==> src/rtl/evt_pkg.sv <==
package evt_pkg;
  localparam int REG_W   = 16;
  localparam int ADDR_W  = 4;
  localparam int EN_W    = 5;
  localparam int NUM_EVT = 8;
  localparam int VEC_W   = $clog2(EN_W + 1);

  // status bit positions (the vector index depends on them)
  localparam int ST_NACK = 1;
  localparam int ST_ARDY = 2;
  localparam int ST_RRDY = 3;
  localparam int ST_XRDY = 4;
  localparam int ST_AAS  = 9;
  localparam int ST_XUDF = 10;
  localparam int ST_ROVR = 11;
  localparam int ST_BUSY = 12;
  localparam int ST_SBD  = 15;

  localparam int DMA_RX_BIT = 15;
  localparam int DMA_TX_BIT = 7;

  localparam logic [REG_W-1:0] REV_VALUE = 16'h0011;

  localparam logic [ADDR_W-1:0] A_REV  = 4'd0;
  localparam logic [ADDR_W-1:0] A_EN   = 4'd1;
  localparam logic [ADDR_W-1:0] A_STAT = 4'd2;
  localparam logic [ADDR_W-1:0] A_VEC  = 4'd3;
  localparam logic [ADDR_W-1:0] A_DMA  = 4'd4;

  // event pulse order: nack, ardy, rrdy, xrdy, aas, xudf, rovr, sbd
  function automatic int evtPos(input int idx);
    case (idx)
      0: evtPos = ST_NACK;
      1: evtPos = ST_ARDY;
      2: evtPos = ST_RRDY;
      3: evtPos = ST_XRDY;
      4: evtPos = ST_AAS;
      5: evtPos = ST_XUDF;
      6: evtPos = ST_ROVR;
      default: evtPos = ST_SBD;
    endcase
  endfunction

  typedef struct packed {
    logic             clrAll;
    logic             wrEnable;
    logic             wrDma;
    logic             vecAck;
    logic [REG_W-1:0] ackMask;
  } ctrl_strobe_t;
endpackage

==> src/rtl/evt_regs.sv <==
module evt_regs
  import evt_pkg::*;
(
  input  logic               clk,
  input  logic               rst,
  input  logic               blockEn,
  input  ctrl_strobe_t       stb,
  input  logic [REG_W-1:0]   wrData,
  input  logic [NUM_EVT-1:0] evPulse,
  output logic [REG_W-1:0]   statusQ,
  output logic [EN_W-1:0]    enableQ,
  output logic               dmaRxEnQ,
  output logic               dmaTxEnQ,
  output logic               irqOut,
  output logic               rxDmaReq,
  output logic               txDmaReq
);
  logic [REG_W-1:0] setMask;
  logic [EN_W-1:0]  stripMask;

  always_comb begin
    setMask = '0;
    for (int i = 0; i < NUM_EVT; i++) setMask[evtPos(i)] = evPulse[i];
  end

  always_comb begin
    stripMask = '0;
    stripMask[ST_RRDY] = wrData[DMA_RX_BIT];
    stripMask[ST_XRDY] = wrData[DMA_TX_BIT];
  end

  always_ff @(posedge clk) begin
    if (stb.clrAll) begin
      statusQ  <= '0;
      enableQ  <= '0;
      dmaRxEnQ <= 1'b0;
      dmaTxEnQ <= 1'b0;
    end else begin
      // set pulses win over an acknowledge on the same bit
      statusQ <= (statusQ & ~stb.ackMask) | setMask;
      if (stb.wrEnable) enableQ <= wrData[EN_W-1:0];
      else if (stb.wrDma) enableQ <= enableQ & ~stripMask;
      if (stb.wrDma) begin
        dmaRxEnQ <= wrData[DMA_RX_BIT];
        dmaTxEnQ <= wrData[DMA_TX_BIT];
      end
    end
  end

  assign irqOut   = |(statusQ[EN_W-1:0] & enableQ);
  assign rxDmaReq = dmaRxEnQ & statusQ[ST_RRDY];
  assign txDmaReq = dmaTxEnQ & statusQ[ST_XRDY];

  a_r1_disable_clears: assert property (@(posedge clk) disable iff (rst)
    !blockEn |=> (statusQ == '0 && enableQ == '0 && !dmaRxEnQ && !dmaTxEnQ));

  a_r4_ack_clears: assert property (@(posedge clk) disable iff (rst)
    (stb.vecAck && blockEn && ((setMask & stb.ackMask) == '0))
      |=> ((statusQ & $past(stb.ackMask)) == '0));

  a_r5_set_wins: assert property (@(posedge clk) disable iff (rst)
    (blockEn && setMask != '0) |=> ((statusQ & $past(setMask)) == $past(setMask)));

  a_r7_rx_strip: assert property (@(posedge clk) disable iff (rst)
    (stb.wrDma && wrData[DMA_RX_BIT]) |=> !enableQ[ST_RRDY]);

  a_r7_tx_strip: assert property (@(posedge clk) disable iff (rst)
    (stb.wrDma && wrData[DMA_TX_BIT]) |=> !enableQ[ST_XRDY]);
endmodule

==> src/rtl/evt_ctrl.sv <==
module evt_ctrl
  import evt_pkg::*;
(
  input  logic              clk,
  input  logic              rst,
  input  logic              blockEn,
  input  logic              busBusy,
  input  logic [ADDR_W-1:0] regAddr,
  input  logic              regWrEn,
  input  logic              regRdEn,
  input  logic [REG_W-1:0]  statusQ,
  input  logic [EN_W-1:0]   enableQ,
  input  logic              dmaRxEnQ,
  input  logic              dmaTxEnQ,
  output ctrl_strobe_t      stb,
  output logic [REG_W-1:0]  regRdData
);
  logic             active;
  logic [EN_W-1:0]  pending;
  logic [VEC_W-1:0] vecIdx;

  assign active  = blockEn & ~rst;
  assign pending = statusQ[EN_W-1:0] & enableQ;

  always_comb begin
    vecIdx = '0;
    for (int i = EN_W - 1; i >= 0; i--)
      if (pending[i]) vecIdx = VEC_W'(i + 1);
  end

  always_comb begin
    stb          = '0;
    stb.clrAll   = ~active;
    stb.wrEnable = active & regWrEn & (regAddr == A_EN);
    stb.wrDma    = active & regWrEn & (regAddr == A_DMA);
    stb.vecAck   = active & regRdEn & (regAddr == A_VEC) & (vecIdx != '0);
    for (int i = 0; i < EN_W; i++)
      stb.ackMask[i] = stb.vecAck & (vecIdx == VEC_W'(i + 1));
  end

  always_comb begin
    regRdData = '0;
    case (regAddr)
      A_REV:  regRdData = REV_VALUE;
      A_EN:   regRdData = REG_W'(enableQ);
      A_STAT: begin
        regRdData = statusQ;
        regRdData[ST_BUSY] = busBusy;
      end
      A_VEC:  regRdData = REG_W'(vecIdx);
      A_DMA:  begin
        regRdData[DMA_RX_BIT] = dmaRxEnQ;
        regRdData[DMA_TX_BIT] = dmaTxEnQ;
      end
      default: regRdData = '0;
    endcase
  end

  a_r4_single_ack: assert property (@(posedge clk) disable iff (rst)
    $onehot0(stb.ackMask));

  a_r8_readonly_no_strobe: assert property (@(posedge clk) disable iff (rst)
    (regWrEn && (regAddr == A_REV || regAddr == A_STAT || regAddr == A_VEC))
      |-> (!stb.wrEnable && !stb.wrDma));
endmodule

==> src/rtl/irq_vector_unit.sv <==
module irq_vector_unit
  import evt_pkg::*;
(
  input  logic              clk,
  input  logic              rst,
  input  logic              blockEn,
  input  logic              busBusy,
  input  logic              evNack,
  input  logic              evArdy,
  input  logic              evRrdy,
  input  logic              evXrdy,
  input  logic              evAas,
  input  logic              evXudf,
  input  logic              evRovr,
  input  logic              evSbd,
  input  logic [ADDR_W-1:0] regAddr,
  input  logic              regWrEn,
  input  logic              regRdEn,
  input  logic [REG_W-1:0]  regWrData,
  output logic [REG_W-1:0]  regRdData,
  output logic              irqOut,
  output logic              rxDmaReq,
  output logic              txDmaReq
);
  ctrl_strobe_t       stb;
  logic [REG_W-1:0]   statusQ;
  logic [EN_W-1:0]    enableQ;
  logic               dmaRxEnQ;
  logic               dmaTxEnQ;
  logic [NUM_EVT-1:0] evPulse;

  assign evPulse = {evSbd, evRovr, evXudf, evAas, evXrdy, evRrdy, evArdy, evNack};

  evt_ctrl u_ctrl (
    .clk(clk), .rst(rst), .blockEn(blockEn), .busBusy(busBusy),
    .regAddr(regAddr), .regWrEn(regWrEn), .regRdEn(regRdEn),
    .statusQ(statusQ), .enableQ(enableQ), .dmaRxEnQ(dmaRxEnQ), .dmaTxEnQ(dmaTxEnQ),
    .stb(stb), .regRdData(regRdData)
  );

  evt_regs u_regs (
    .clk(clk), .rst(rst), .blockEn(blockEn), .stb(stb), .wrData(regWrData),
    .evPulse(evPulse), .statusQ(statusQ), .enableQ(enableQ),
    .dmaRxEnQ(dmaRxEnQ), .dmaTxEnQ(dmaTxEnQ),
    .irqOut(irqOut), .rxDmaReq(rxDmaReq), .txDmaReq(txDmaReq)
  );
endmodule

==> config.mk <==
export PLATFORM = sky130hd
export DESIGN_NAME = irq_vector_unit
export DESIGN_NICKNAME = d
export VERILOG_FILES = /design/src/rtl/evt_pkg.sv /design/src/rtl/evt_regs.sv /design/src/rtl/evt_ctrl.sv /design/src/rtl/irq_vector_unit.sv
export SDC_FILE = /design/constraint.sdc
export NUM_CORES = 1
export LEC_CHECK = 0
export BUFFER_PORTS_ARGS = -buffer_cell sky130_fd_sc_hd__buf_2
export CORE_ASPECT_RATIO = 1.1
export CORE_MARGIN = 5
export CORE_UTILIZATION = 43
export DETAILED_ROUTE_END_ITERATION = 16
export GPL_TIMING_DRIVEN = 1
export PLACE_DENSITY = 0.83
export RECOVER_POWER = 25
export SYNTH_ARGS = -nofsm -noshare
export SYNTH_HDL_FRONTEND = slang
export SYNTH_SLANG_ARGS = --single-unit
==> constraint.sdc <==
create_clock -name clk -period 1.5 [get_ports clk]
set_input_delay 0.075 -clock clk [delete_from_list [all_inputs] [get_ports clk]]
set_output_delay 0.075 -clock clk [all_outputs]
set_load 0.02 [all_outputs]
# Word level (Yosys, flattened, before mapping)
# Cells that the tools add are included.
# op_classes
n_bitwise	21
n_eq_ne	9
mux	11
n_reduce_logical	4
# op_table
op	n
$pmux 7 s4	1
$and 16x16->16	1
$not 5->16	1
$or 16x16->16	1
$mux 3	5
$and 1x1->1	14
$and 5x5->5	2
$mux 5	2
$eq 4x2->1 const B	2
$mux 7	1
$eq 3x2->1 const B	2
$eq 3x3->1 const B	2
$not 5->5	1
$reduce_or 5->1	1
$eq 4x1->1 const B	1
$eq 4x3->1 const B	1
$logic_not 4->1	1
$pmux 1 s2	2
$eq 3x1->1 const B	1
$reduce_bool 3->1	1
$reduce_bool 2->1	1
$not 1->1	1
# word_totals
elab_cells	49
out_inout_bits	19
input_bits	34
reg_bits	23

# Logic depth before layout (Yosys ltp)
# logic_depth
ltp_word	12
mapped_depth	6
ltp_nobuf	4

# Hierarchy
# A second synthesis with hierarchy kept.
# unflattened
hier_cells	155
hier_area_um2	1286.2
# modules_own_cells
mod	area_per_inst_um2	seq_area_each_um2	instances	cells_each
evt_regs	789.5	460.4	1	81
evt_ctrl	496.7	0.0	1	74

# Least setup slack after synthesis
# No wires, ideal clock.
# synth_path
path_type	reg2out
startpoint	register u_regs.statusQ[1]
endpoint	output regRdData[2]
t_required_ps	1425
n_path_buf	0
slack_ps	30
path_stages_with_launch	5
arrival_ps	1395
cell_sequence	dfxtp_1 -> a22o_1 -> a21oi_1 -> nand2_1 -> a311oi_1
# synth_via
elab_chain_cells	4
# synth_lines
element	line_no	text
start: declaration	evt_regs.sv:10	output logic [REG_W-1:0] statusQ,
start signal: assignment	evt_regs.sv:40	statusQ <= (statusQ & ~stb.ackMask) | setMask;
$and 5x5->5	evt_ctrl.sv:23	assign pending = statusQ[EN_W-1:0] & enableQ;
$mux 3 (2 in series)	evt_ctrl.sv:28	if (pending[i]) vecIdx = VEC_W'(i + 1);
$pmux 7 s4	evt_ctrl.sv:43	case (regAddr)
end: declaration	irq_vector_unit.sv:20	output logic [REG_W-1:0] regRdData,
# Every way passes these cells.

# Final worst setup path
# layout_path
startpoint	register u_regs.enableQ[1]
endpoint	output regRdData[2]
# layout_via
elab_chain_cells	4
# layout_lines
element	line_no	text
start: declaration	evt_regs.sv:11	output logic [EN_W-1:0] enableQ,
start signal: assignment	evt_regs.sv:41	if (stb.wrEnable) enableQ <= wrData[EN_W-1:0];
start signal: assignment	evt_regs.sv:42	else if (stb.wrDma) enableQ <= enableQ & ~stripMask;
$and 5x5->5	evt_ctrl.sv:23	
$mux 3 (2 in series)	evt_ctrl.sv:28	
$pmux 7 s4	evt_ctrl.sv:43	
# Every way passes these cells.

==> results by group <==
Die
  – I/O Pins: 53
  – Initial Utilization: 45.8%
  – Core Area: 2040 um^2
  – Die Area: 3210 um^2
  – Die Y-Extent: 58.9 um
  – Die W: 54.5 um
  – # rows: 17

Route
  – Post-DR vias/cell: 5.15
  – Initial DRC count: 52
  – Avg WL per Cell: 14.0 um
  – WL final: 2780 um
  – ANT nets after route: 0
  – DR vias: 1020
  – DRC: 0
  – First-pass iteration count of the detailed router: 5

STA
  – RSZ-0062 raised after global routing: yes
  – Endpoints failing setup: 2
  – Min Clock Period, post-route: 1.59 ns
  – Final Hold Viols: 2
  – Final Cycle Share: 106%
  – Worst setup margin: -0.0857 ns
  – Worst hold margin: -0.0114 ns
  – Worst Skew: 0.00809 ns
  – Maximum clock rate: 631 MHz
  – Fin. max-slew vios: 0

GRT
  – Met2 Use GR: 32.5%
  – Largest net degree at the start of global routing: 12
  – Grt ovf: 0
  – Vias in the first global route: 1050
  – Met1 Use GR: 23.1%
  – Busiest layer in global routing: met2
  – First-pass GRT wire length: 4510 um
  – Overall Global Routing Usage: 19.0%
  – M3 GR Usage: 3.29%
  – Initial antenna violation count: 0

Power and ir drop
  – Switching Fraction: 26.9%
  – Int Pwr: 0.000593 W
  – NetSw: 0.000218 W
  – Sequential power share: 54.4%
  – Clk pwr share: 27.6%
  – Part of the power in combinational logic: 18.0%
  – Worst vdd ir: 619 uV
  – Leakage: 0.621 nW
  – Power Density: 610 nW/um^2

Logic synthesis
  – Gate Count Post-Synth: 119
  – Register area share after synthesis: 34.2%
  – Syn avg cell area: 7.86 um^2
  – Top-area cell type share of the netlist area: 34.2%
  – Post-synth ARST share: 0%
  – Syn Std Cell Area: 936 um^2
  – EDFF count, synth: 0
  – Cell variety after synth: 36
  – FF+latch count, synth: 16
  – Leading area contributor after synthesis: dfxtp_1
  – Synth warn: 0
  – Synth Flop Type: dfxtp_1
  – Synth area leaders: dfxtp_1, nand2_1, nor2_1

Place
  – Port bufs: 38
  – Cell count after placement: 181
  – Post-DP HPWL: 1930 um
  – Setup WS pre-CTS: 0.0821 ns
  – GP Congestion: 0.834

Status
  – Failing checks: negative hold slack, negative setup slack
  – Status: complete, but fails checks

Layout
  – Number of inserted diodes: 0
  – Area Overhead vs Synth: 41.8%
  – Nets: 206
  – Cell Count, Final, Fillers Out: 198
  – Share of cells above drive strength 1: 46.5%

Clock tree
  – Clk Latency, worst-skew pair: 0.29 ns
  – H-tree Lvls: 1
  – CTS sink count: 16
  – Total CTS buffers: 3
  – CTS Buffer Depth: 2
  – CTS tree: built
  – Worst-path clk slew: 0.09 ns
  – Root buffer cell: clkbuf_4

Critical path
  – Nature of the critical path endpoint: output pin
  – Crit Path Max Fanout: 3
  – Data required, critical path: 1.42 ns
  – Critical path class: register to output pin
  – Critical Path AT: 1.51 ns
  – Worst setup SP type: register

Job
  – Max-cap violations: 0

Min path
  – Worst hold-check path type: primary input to register
-- worst paths after layout --
path	slack [ns]	cells past startpoint	endpoint	start
worst max-delay path	-0.09	5	regRdData[2]	u_regs.enableQ[1]
worst max register to register	0.15	5	u_regs.statusQ[4]	u_regs.enableQ[1]
worst min register to register	0.47	2	u_regs.statusQ[11]	u_regs.statusQ[11]
worst min-delay path	-0.01	3	u_regs.statusQ[9]	evAas
-- critical path, stage by stage (launching register included) --
cell	delay, ns
dfxtp_2	0.34
a22o_4	0.26
a21oi_2	0.13
nand2_1	0.08
a311oi_2	0.22
buf_4	0.19
-- flip-flops by register name (all words and copies together), names as in the netlist --
register / cells
u_regs.statusQ: 9
u_regs.enableQ: 5
u_regs.dmaTxEnQ: 1
u_regs.dmaRxEnQ: 1
-- layout make-up --
cell class | instances | area, um^2
well taps | 28 | 35.0
repair buffers | 55 | 338
multi-input cells | 89 | 568
inverters | 7 | 26.3
clock buffers | 3 | 22.5
flip-flops and latches | 16 | 338
fillers | 168 | 714
-- synthesized netlist by cell type, drive strengths merged, types with 2 or more instances --
library cell   n
a211oi         3
a21oi          7
a311oi         4
a31oi          2
a32o           2
a41oi          2
and2           7
buf            9
clkbuf         2
dfxtp         16
inv            7
mux2i          2
nand2         16
nand3          4
nor2          13
nor2b          2
o21ai          8
-- routing by layer --
metal / vias to the layer above / share of wire, %
met2: 40 / 52
met3: 4 / 5.3
met5: - / 0
met1: 464 / 42
met4: 0 / 1.2
li1: 512 / -
-- repair_timing --
action / CTS / global route
pin swaps: 7 / 1
setup endpoints to repair: 3 / 4
hold buffers: 5 / 1
gates resized for setup: 17 / 7
buffers inserted: 7 / 1
hold endpoints to repair: 5 / 1
-- through the flow --
step / area (um^2) / power [W] / hold slack, ns / util, % / TNS [ns]
floorplan: 951 / 0.000530 / 0.184 / - / 0
global placement: 1110 / 0.000566 / 0.269 / 54.6 / 0
detailed placement: 1110 / 0.000571 / 0.282 / 54.6 / 0
CTS: 1280 / 0.000800 / 0.000232 / 62.7 / -0.0612
global route: 1330 / 0.000852 / 0.00888 / 65.0 / -0.307
finish: 1330 / 0.000810 / -0.0114 / 65.0 / -0.126
-- power by group through the flow --
stage          combinational (W)  sequential (W)  clock [W]
6_report                0.000146        0.000441   0.000224
5_1_grt                 0.000160        0.000442   0.000249
4_1_cts                 0.000138        0.000440   0.000222
3_5_place_dp            0.000116        0.000454          0
3_3_place_gp            0.000113        0.000454          0
2_1_floorplan          0.0000787        0.000451          0
-- cells by family (layout without fill, tap and decap cells) --
kind of cell	Yosys count	in the layout	share of synthesized area, %
compound gates	31	31	23.3
simple gates	51	51	28.2
flops	16	16	34.2
mux	2	2	2.14
buf+inv	18	65	11.8
other cells	1	5	0.401
-- layout by cell type (no fill, tap or decap), types with 2 or more instances in the layout --
cell type,count
a211oi_1,2
a21oi_1,5
a21oi_2,2
a311oi_2,3
a31oi_1,2
a32o_2,2
a41oi_1,2
and2_1,7
buf_2,36
buf_4,13
clkbuf_4,3
conb_1,5
dfxtp_1,6
dfxtp_2,8
dfxtp_4,2
dlygate4sd3_1,6
inv_1,7
mux2i_1,2
nand2_1,14
nand2_2,2
nand3_1,4
nor2_1,13
o21ai_0,8
Note: power is estimated with default switching activity, not from simulation.
